[config.mk]
export PLATFORM = sky130hd
export DESIGN_NAME = boot_remap_decoder
export DESIGN_NICKNAME = d
export VERILOG_FILES = /design/src/rtl/boot_remap_decoder.sv
export SDC_FILE = /design/constraint.sdc
export NUM_CORES = 1
export LEC_CHECK = 0
export BUFFER_PORTS_ARGS = -buffer_cell sky130_fd_sc_hd__buf_2
export CORE_UTILIZATION = 25
export CTS_CLUSTER_SIZE = 40
export DETAILED_ROUTE_END_ITERATION = 10
export GPL_TIMING_DRIVEN = 0
export PLACE_DENSITY = 0.61
export SYNTH_ARGS = -nofsm -noshare
export SYNTH_HDL_FRONTEND = slang
export SYNTH_SLANG_ARGS = --single-unit
[constraint.sdc]
create_clock -name clk -period 3.7 [get_ports clk]
set_input_delay 1.11 -clock clk [delete_from_list [all_inputs] [get_ports clk]]
set_output_delay 1.11 -clock clk [all_outputs]
set_load 0.1 [all_outputs]
[src/rtl/boot_remap_decoder.sv]
module boot_remap_decoder #(
  parameter int              AW       = 32,
  parameter int              TW       = 12,
  parameter int              EW       = 4,
  parameter logic [TW-1:0]   ROM_TAG  = 12'h001,
  parameter logic [TW-1:0]   SRAM_TAG = 12'h002,
  parameter logic [TW-1:0]   PERI_TAG = 12'hFFF,
  parameter logic [EW-1:0]   EXT_TAG  = 4'h1
) (
  input  logic          clk,
  input  logic          rst_n,
  input  logic          boot_ext,
  input  logic          remap_req,
  input  logic          addr_start,
  input  logic [AW-1:0] addr,
  output logic [3:0]    slv_sel,
  output logic          dec_err
);

  localparam int S_ROM  = 0;
  localparam int S_SRAM = 1;
  localparam int S_EXT  = 2;
  localparam int S_PERI = 3;

  logic          boot_q;
  logic          remap_q;
  logic [TW-1:0] tag;
  logic          hit_low, hit_rom, hit_sram, hit_ext, hit_peri;
  logic [3:0]    nxt_sel;

  assign tag      = addr[AW-1 -: TW];
  assign hit_low  = (tag == '0);
  assign hit_rom  = (tag == ROM_TAG);
  assign hit_sram = (tag == SRAM_TAG);
  assign hit_peri = (tag == PERI_TAG);
  assign hit_ext  = (addr[AW-1 -: EW] == EXT_TAG);

  always_ff @(posedge clk) begin
    if (!rst_n) boot_q <= boot_ext;
  end

  always_ff @(posedge clk) begin
    if (!rst_n)         remap_q <= 1'b0;
    else if (remap_req) remap_q <= 1'b1;
  end

  always_comb begin
    nxt_sel = '0;
    if (hit_low) begin
      if (remap_q)     nxt_sel[S_SRAM] = 1'b1;
      else if (boot_q) nxt_sel[S_EXT]  = 1'b1;
      else             nxt_sel[S_ROM]  = 1'b1;
    end
    else if (hit_rom)  nxt_sel[S_ROM]  = 1'b1;
    else if (hit_sram) nxt_sel[S_SRAM] = 1'b1;
    else if (hit_ext)  nxt_sel[S_EXT]  = 1'b1;
    else if (hit_peri) nxt_sel[S_PERI] = 1'b1;
  end

  always_ff @(posedge clk) begin
    if (!rst_n) begin
      slv_sel <= '0;
      dec_err <= 1'b0;
    end else if (addr_start) begin
      slv_sel <= nxt_sel;
      dec_err <= ~|nxt_sel;
    end
  end

endmodule

# Yosys cells after proc, flatten, opt, wreduce, memory -nomap -nowiden
# Cells that the tools add are included.
dict set report totals {
  regBits 7
  input_bits 37
  output_inout_bits 5
  elab_cells 25
}
dict set report op_classes {
  eq_ne 4
  n_mux 14
  n_reduce_logical 3
}
# operator count
set op_table {}
lappend op_table {{$eq 12x1->1 const B} 1}
lappend op_table {{$eq 12x12->1 const B} 1}
lappend op_table {{$eq 12x2->1 const B} 1}
lappend op_table {{$logic_not 12->1} 1}
lappend op_table {{$mux 1} 11}
lappend op_table {{$mux 3} 2}
lappend op_table {{$eq 4x1->1 const B} 1}
lappend op_table {{$reduce_or 4->1} 1}
lappend op_table {{$mux 2} 1}
lappend op_table {{$logic_not 1->1} 1}

# Logic depth before layout (Yosys ltp)
# Gate-level depths: netlist of the first run.
dict set report depth {
  ltp_word 8
  depth_mapped 4
  ltp_nobuf 4
}

# Worst setup path after synthesis of the first run
# No wires, ideal clock.
dict set report synth_timing {
  kind {input port to flip-flop}
  start {input port addr[24]}
  end {register dec_err}
  arrival_ns 2.215
  setup_slack_ns 1.367
  path_stages 4
  path_buffers 0
  cell_sequence {or4_4 nor4_4 a2111oi_1 a32o_1}
}
dict set report synth_via {
  elab_chain_len 8
  word_cells_on_any_way 14
}
# element line_no
set synth_lines {}
lappend synth_lines {{start, declared} 15} ;# input logic [AW-1:0] addr,
lappend synth_lines {{$eq 12x12->1} 35} ;# assign hit_peri = (tag == PERI_TAG);
lappend synth_lines {{$mux 1} 57} ;# else if (hit_peri) nxt_sel[S_PERI] = 1'b1;
lappend synth_lines {{$mux 1} 56} ;# else if (hit_ext) nxt_sel[S_EXT] = 1'b1;
lappend synth_lines {{$mux 2} 55} ;# else if (hit_sram) nxt_sel[S_SRAM] = 1'b1;
lappend synth_lines {{$mux 3} 54} ;# else if (hit_rom) nxt_sel[S_ROM] = 1'b1;
lappend synth_lines {{$mux 1} 49} ;# if (hit_low) begin
lappend synth_lines {{$reduce_or 4->1 (*)} 66} ;# dec_err <= ~|nxt_sel;
lappend synth_lines {{$logic_not 1->1 (*)} 66}
lappend synth_lines {{end signal, assigned} 66}
lappend synth_lines {{end, declared} 17} ;# output logic dec_err
# Every way passes the cells marked *; elsewhere a longest branch is shown, timed or not.
# A chain may end at the register's enable or synchronous reset.

# Worst setup path after layout of the first run
# Same ends and word-level chain as after synthesis.

==> results of run 1 <==
## path summary, 6_finish.rpt
path                            startpoint         end  slack [ns]
worst min-delay path            slv_sel[0]  slv_sel[0]        0.46
worst max register to register     remap_q     dec_err        2.47
worst max-delay path              addr[24]     dec_err        1.44
worst min register to register  slv_sel[0]  slv_sel[0]        0.46
## cells by family after synthesis
kind of cell | after synthesis
AOI/OAI and AO/OA | 7
buffers and inverters | 3
DFF | 7
muxes | 2
and+or+nand+nor | 20
## critical path, cell delays in order
cell and delay, ns:
buf_2 0.10, or4_4 0.56, nor4_4 0.32, a2111oi_1 0.08, a32o_1 0.22
## power breakdown
| part | switching [W] | internal [W] |
|---|---|---|
| Sequential | 0.00000183 | 0.0000805 |
| Clock | 0.0000267 | 0.0000411 |
| Combinational | 0.0000231 | 0.0000120 |
| Total | 0.0000516 | 0.000134 |
## stage by stage
stage	utilization [%]	area, um^2	hold slack [ns]	setup WS (ns)	power, W
2_1_floorplan	-	369	0.482	1.37	0.000105
3_3_place_gp	36.6	488	0.457	1.18	0.000119
3_5_place_dp	36.6	488	0.464	1.16	0.000119
4_1_cts	38.6	514	0.471	1.42	0.000189
5_1_grt	38.6	514	0.489	1.38	0.000196
6_report	38.6	514	0.464	1.44	0.000185
## placed cells by master, fill, tap and decap left out
cell type	synthesis	routed
clkbuf_1	1	2
nor2_1	6	6
nand3_1	1	1
nor3_1	2	2
nor3_2	1	1
a211oi_2	1	1
a22oi_1	1	1
edfxtp_1	1	1
mux2i_1	2	2
buf_2	0	20
or4_4	1	1
clkbuf_4	0	3
nand4_1	3	3
o21a_1	1	1
nand2_1	2	2
nor4_4	1	1
inv_1	2	2
dfxtp_1	6	6
a2111oi_1	1	1
a32o_1	1	1
o21bai_1	1	1
nor4b_1	1	1
or3_1	2	2
a21oi_1	1	1
## registers in the layout, summed over array words and instances, names as in the netlist
register  cells
remap_q       1
slv_sel       4
boot_q        1
dec_err       1
## layer usage
layer,part of all wire [%],GRT usage [%],vias to the layer above
met5,0,0,-
met4,0,7.50,0
met3,7.7,1.67,0
met2,46,19.0,14
met1,46,15.2,162
li1,-,-,198
## area by class of cell
class,count,area [um^2]
sequential,7,150
buffer,1,3.75
tap,15,18.8
timing repair buffer,20,100
clock buffer,4,26.3
multi-input combinational,29,208
fill,154,820
inverter,2,7.51
==> key figures, run 1 <==
Synth
  – Ys flop type: dfxtp_1
  – Area leader, netlist: dfxtp_1
  – Cell variety after synth: 22
  – Compound-cell area share of the yosys netlist: 16.3%
  – Avg Cell Area, Syn: 9.46 um^2
  – Synth Area in XOR/XNOR: 0%
  – Seq/Total Area, Yosys: 40.7%
  – Synthesized-area fraction occupied by adder cells: 0%
  – Synth async-reset ratio: 0%
  – Synth Area in Simple Gates: 34.6%
  – Syn Nets: 76
  – Combinational family with the most area after synthesis: simple AND/OR/NAND/NOR gates
  – Mapped cell area: 369 um^2
  – Synth area leaders: dfxtp_1 33%, edfxtp_1 8.1%, nor2_1 6.1%
  – Number of synthesized flops with an enable pin: 1
  – Mux contribution to synthesized area: 5.42%
  – Flops & latches, synth: 7
  – Synth Warn #: 0
  – Commonest cells in the netlist: 6 x dfxtp_1, 6 x nor2_1, 3 x nand4_1
  – Yosys top cell area share: 32.5%
  – Cells after Synth: 39

Placement
  – Detailed Place HPWL: 706 um
  – Buffers on Ports: 20
  – Placed Cells: 74
  – RePlAce Congestion: 0.648

Worst setup path
  – Crit path DAT: 2.40 ns
  – Critical path peak fanout: 2
  – Reg2reg path depth: 4
  – Crit end category: register
  – Required @ worst endpoint: 3.84 ns
  – Setup CP Type: input pin to register
  – Worst Setup Start Kind: input pin

GRT
  – First-pass GRT wire length: 1300 um
  – Total track usage: 12.1%
  – Vias in the first global route: 324
  – Total gr overflow: 0
  – Initial antenna violation count: 0
  – Largest net degree at the start of global routing: 8

Drt
  – # DRC: 0
  – Final WL: 887 um
  – Initial drt markers: 2
  – DRT Pass-1 Iters: 2
  – Avg Vias per Cell: 4.79
  – Drt wl/cell: 11.4 um
  – Antenna-violating nets left: 0
  – Number of vias in the routed layout: 374

Die
  – Die height: 40.4 um
  – Core area: 0.00133 mm^2
  – Initial Util: 27.7%
  – Die X-Extent: 40.4 um
  – Std cell rows: 13
  – Area of the die: 0.00163 mm^2
  – Top-Level Pins: 42

STA
  – Max Freq: 0.442 GHz
  – Final min period: 2.26 ns
  – Slew Viols, Final: 0
  – Final setup violation count: 0
  – Worst-Margin Slew: 0.483 ns
  – Fin. Hold Viols: 0
  – Period utilisation layout: 61.1%
  – RSZ-0062 raised after global routing: no
  – Relative slew slack: 68.0%
  – Setup TNS: 0 ns
  – Clk_skew: 0.00183 ns

Clock tree
  – CTS tree: done
  – Clock Latency Late Sink: 0.25 ns
  – Clk slew on worst S/H paths: 0.05 ns
  – Resize count post-CTS: 0
  – CTS Root Cell: clkbuf_4
  – Clock Path Buffers: 2
  – Postcts setup bufs: 0
  – CTS buffer count: 3
  – Hold buffer count at CTS: 0
  – Clock sinks: 7
  – H-Tree Depth: 1

Status
  – Status: finished clean

Worst hold path
  – HP Class: register to register
  – Worst hold path cell count: 2

Layout
  – Share of cells above drive strength 1: 42.9%
  – Final Non-Filler Cells: 78
  – ANT cells: 0
  – Area Growth Syn to Fin: 39.3%
  – Nets@finish: 101

Power and ir drop
  – Peak VDD IR: 0.178 mV
  – Power per cell area: 360 mW/mm^2
  – Lkg Pwr: 0.226 nW

Job
  – Max-Cap Viols: 0
(Power assumes the default switching activity.)
==> inputs of run 2 (changes only) <==
--- a/config.mk
+++ b/config.mk
@@ -5,12 +5,13 @@
 export SDC_FILE = /design/constraint.sdc
 export NUM_CORES = 1
 export LEC_CHECK = 0
+export ABC_AREA = 1
 export BUFFER_PORTS_ARGS = -buffer_cell sky130_fd_sc_hd__buf_2
 export CORE_UTILIZATION = 25
 export CTS_CLUSTER_SIZE = 40
 export DETAILED_ROUTE_END_ITERATION = 10
 export GPL_TIMING_DRIVEN = 0
-export PLACE_DENSITY = 0.61
+export PLACE_DENSITY = 0.59
 export SYNTH_ARGS = -nofsm -noshare
 export SYNTH_HDL_FRONTEND = slang
 export SYNTH_SLANG_ARGS = --single-unit
==> constraint.sdc (replaced) <==
create_clock -name clk -period 2.3 [get_ports clk]
set_input_delay 0.69 -clock clk [delete_from_list [all_inputs] [get_ports clk]]
set_output_delay 0.69 -clock clk [all_outputs]
set_load 0.1 [all_outputs]
==> key figures, run 2 <==
Synth
  – Avg Cell Area, Syn: 6.48 um^2
  – Area leader, netlist: dfxtp_1
  – Cells after Synth: 61
  – Synth Warn #: 0
  – Synth area leaders: dfxtp_1 30%, nand2_1 15%, nor2_1 14%
  – Yosys top cell area share: 30.4%
  – Mapped cell area: 395 um^2
  – Cell variety after synth: 15
  – Top-count cell post-synth: nand2_1
  – Ys flop type: dfxtp_1
  – Flops & latches, synth: 7
  – Synth async-reset ratio: 0%
  – Number of synthesized flops with an enable pin: 1
  – Seq/Total Area, Yosys: 38.0%
  – Syn Nets: 98
  – Commonest cells in the netlist: 16 x nand2_1, 15 x nor2_1, 7 x inv_1

STA
  – Final setup violation count: 0
  – Max Freq: 0.591 GHz
  – Clk_skew: 0.00517 ns
  – Slew Viols, Final: 0
  – Final min period: 1.69 ns
  – Hold WS: 0.466 ns
  – Fin. Hold Viols: 0
  – Worst-Margin Slew: 0.484 ns
  – Setup TNS: 0 ns
  – RSZ-0062 raised after global routing: no
  – Period utilisation layout: 73.6%
  – Relative slew slack: 67.9%

Worst setup path
  – Crit end category: primary output
  – Worst Setup Start Kind: register
  – Critical-path cell list: buf_2
  – Setup CP Type: register to primary output
  – CP top delay family: buffers and inverters
  – R2R Path Start: boot_q
  – Sum of buffers and inverters on the critical path: 1
  – Crit-path slowest cell: buf_2
  – Worst Setup SP: slv_sel[2]
  – Slowest stage delay, CP: 0.43 ns
  – Crit path DAT: 1.00 ns
  – Critical path peak fanout: 2
  – Required @ worst endpoint: 1.61 ns

Placement
  – RePlAce Congestion: 0.682
  – Buffers on Ports: 20
  – Detailed Place HPWL: 700 um

Clock tree
  – Hold buffer count at CTS: 0
  – Clock sinks: 7
  – Clock Latency Late Sink: 0.25 ns
  – CTS tree: done
  – Clock Path Buffers: 2
  – H-Tree Depth: 1
  – Postcts setup bufs: 0
  – Clk slew on worst S/H paths: 0.05 ns
  – CTS buffer count: 3
  – Resize count post-CTS: 0
  – CTS Root Cell: clkbuf_4

Layout
  – Area Growth Syn to Fin: 37.0%
  – ANT cells: 0
  – Commonest cells after routing, fill and taps aside: 20 x buf_2, 16 x nand2_1, 15 x nor2_1
  – Storage cell area: 150 um^2
  – Nets@finish: 123
  – Commonest non-fill, non-tap cell in the layout: buf_2
  – Max reg flops: 4
  – Filler cells: 152
  – Top reg by flops: slv_sel
  – Area of the multi-input gates: 208 um^2
  – Share of cells above drive strength 1: 34.1%

Die
  – Initial Util: 28.6%
  – Core area: 0.00138 mm^2
  – Die X-Extent: 41.8 um
  – Die height: 41.8 um
  – Area of the die: 0.00174 mm^2
  – Std cell rows: 13
  – Top-Level Pins: 42

Drt
  – Final WL: 826 um
  – Drt wl/cell: 8.26 um
  – Number of vias in the routed layout: 429
  – # DRC: 0
  – Initial drt markers: 4
  – Antenna-violating nets left: 0
  – DRT Pass-1 Iters: 3
  – Avg Vias per Cell: 4.29

Power and ir drop
  – Lkg Pwr: 0.287 nW
  – Peak VDD IR: 0.303 mV
  – Power per cell area: 598 mW/mm^2

GRT
  – Initial antenna violation count: 0
  – First-pass GRT wire length: 1520 um
  – Total gr overflow: 0
  – Total track usage: 10.8%
  – Largest net degree at the start of global routing: 10
  – Vias in the first global route: 405

Job
  – Max-Cap Viols: 0

Worst hold path
  – HP Class: register to register
  – Hold path startpoint: dec_err

Status
  – Status: finished clean
run 2: layout make-up:
| type | instances | share of cell area, % |
|---|---|---|
| sequential | 7 | 27.7 |
| tap | 15 | 3.46 |
| clock inverter | 1 | 0.924 |
| inverter | 7 | 4.85 |
| clock buffer | 3 | 4.16 |
| multi-input combinational | 46 | 38.3 |
| buffer | 1 | 2.08 |
| timing repair buffer | 20 | 18.5 |
run 2: final timing paths:
kind | endpoint | slack [ns] | cells after the start
worst max-delay path | slv_sel[2] | 0.61 | 1
worst min-delay path | dec_err | 0.47 | 2
worst max register to register | dec_err | 1.31 | 6
worst min register to register | dec_err | 0.47 | 2
run 2: cells by family (layout without fill, tap and decap cells):
kind of cell / count (synthesis) / after routing / share of synthesized area [%]
DFF: 7 / 7 / 38.0
AOI/OAI and AO/OA: 9 / 9 / 13.0
and+or+nand+nor: 37 / 37 / 39.6
buffers and inverters: 8 / 32 / 9.49
run 2: power by group:
group	switching, W	leakage, nW	internal [W]	total [W]
logic	0.0000577	0.210	0.0000233	0.0000810
clock network	0.0000442	0.0177	0.0000634	0.000108
registers	0.00000357	0.0595	0.000132	0.000135
total	0.000105	0.287	0.000218	0.000324
run 2: per-layer routing:
metal | global-route usage (%) | vias to the layer above | routed length [um]
li1 | - | 237 | -
met5 | 0 | - | 0
met4 | 3.87 | 0 | 5
met1 | 13.4 | 171 | 388
met3 | 4.35 | 2 | 91
met2 | 16.9 | 19 | 340
run 2: metrics by stage:
step	cells	area, um^2	power, W	setup WS [ns]	utilization, %
after global placement	96	514	0.000218	0.820	37.2
after global routing	100	542	0.000346	0.559	39.2
after detailed placement	96	514	0.000219	0.801	37.2
after floorplan	61	395	0.000194	0.685	-
after CTS	100	542	0.000329	0.599	39.2
final	100	542	0.000324	0.607	39.2
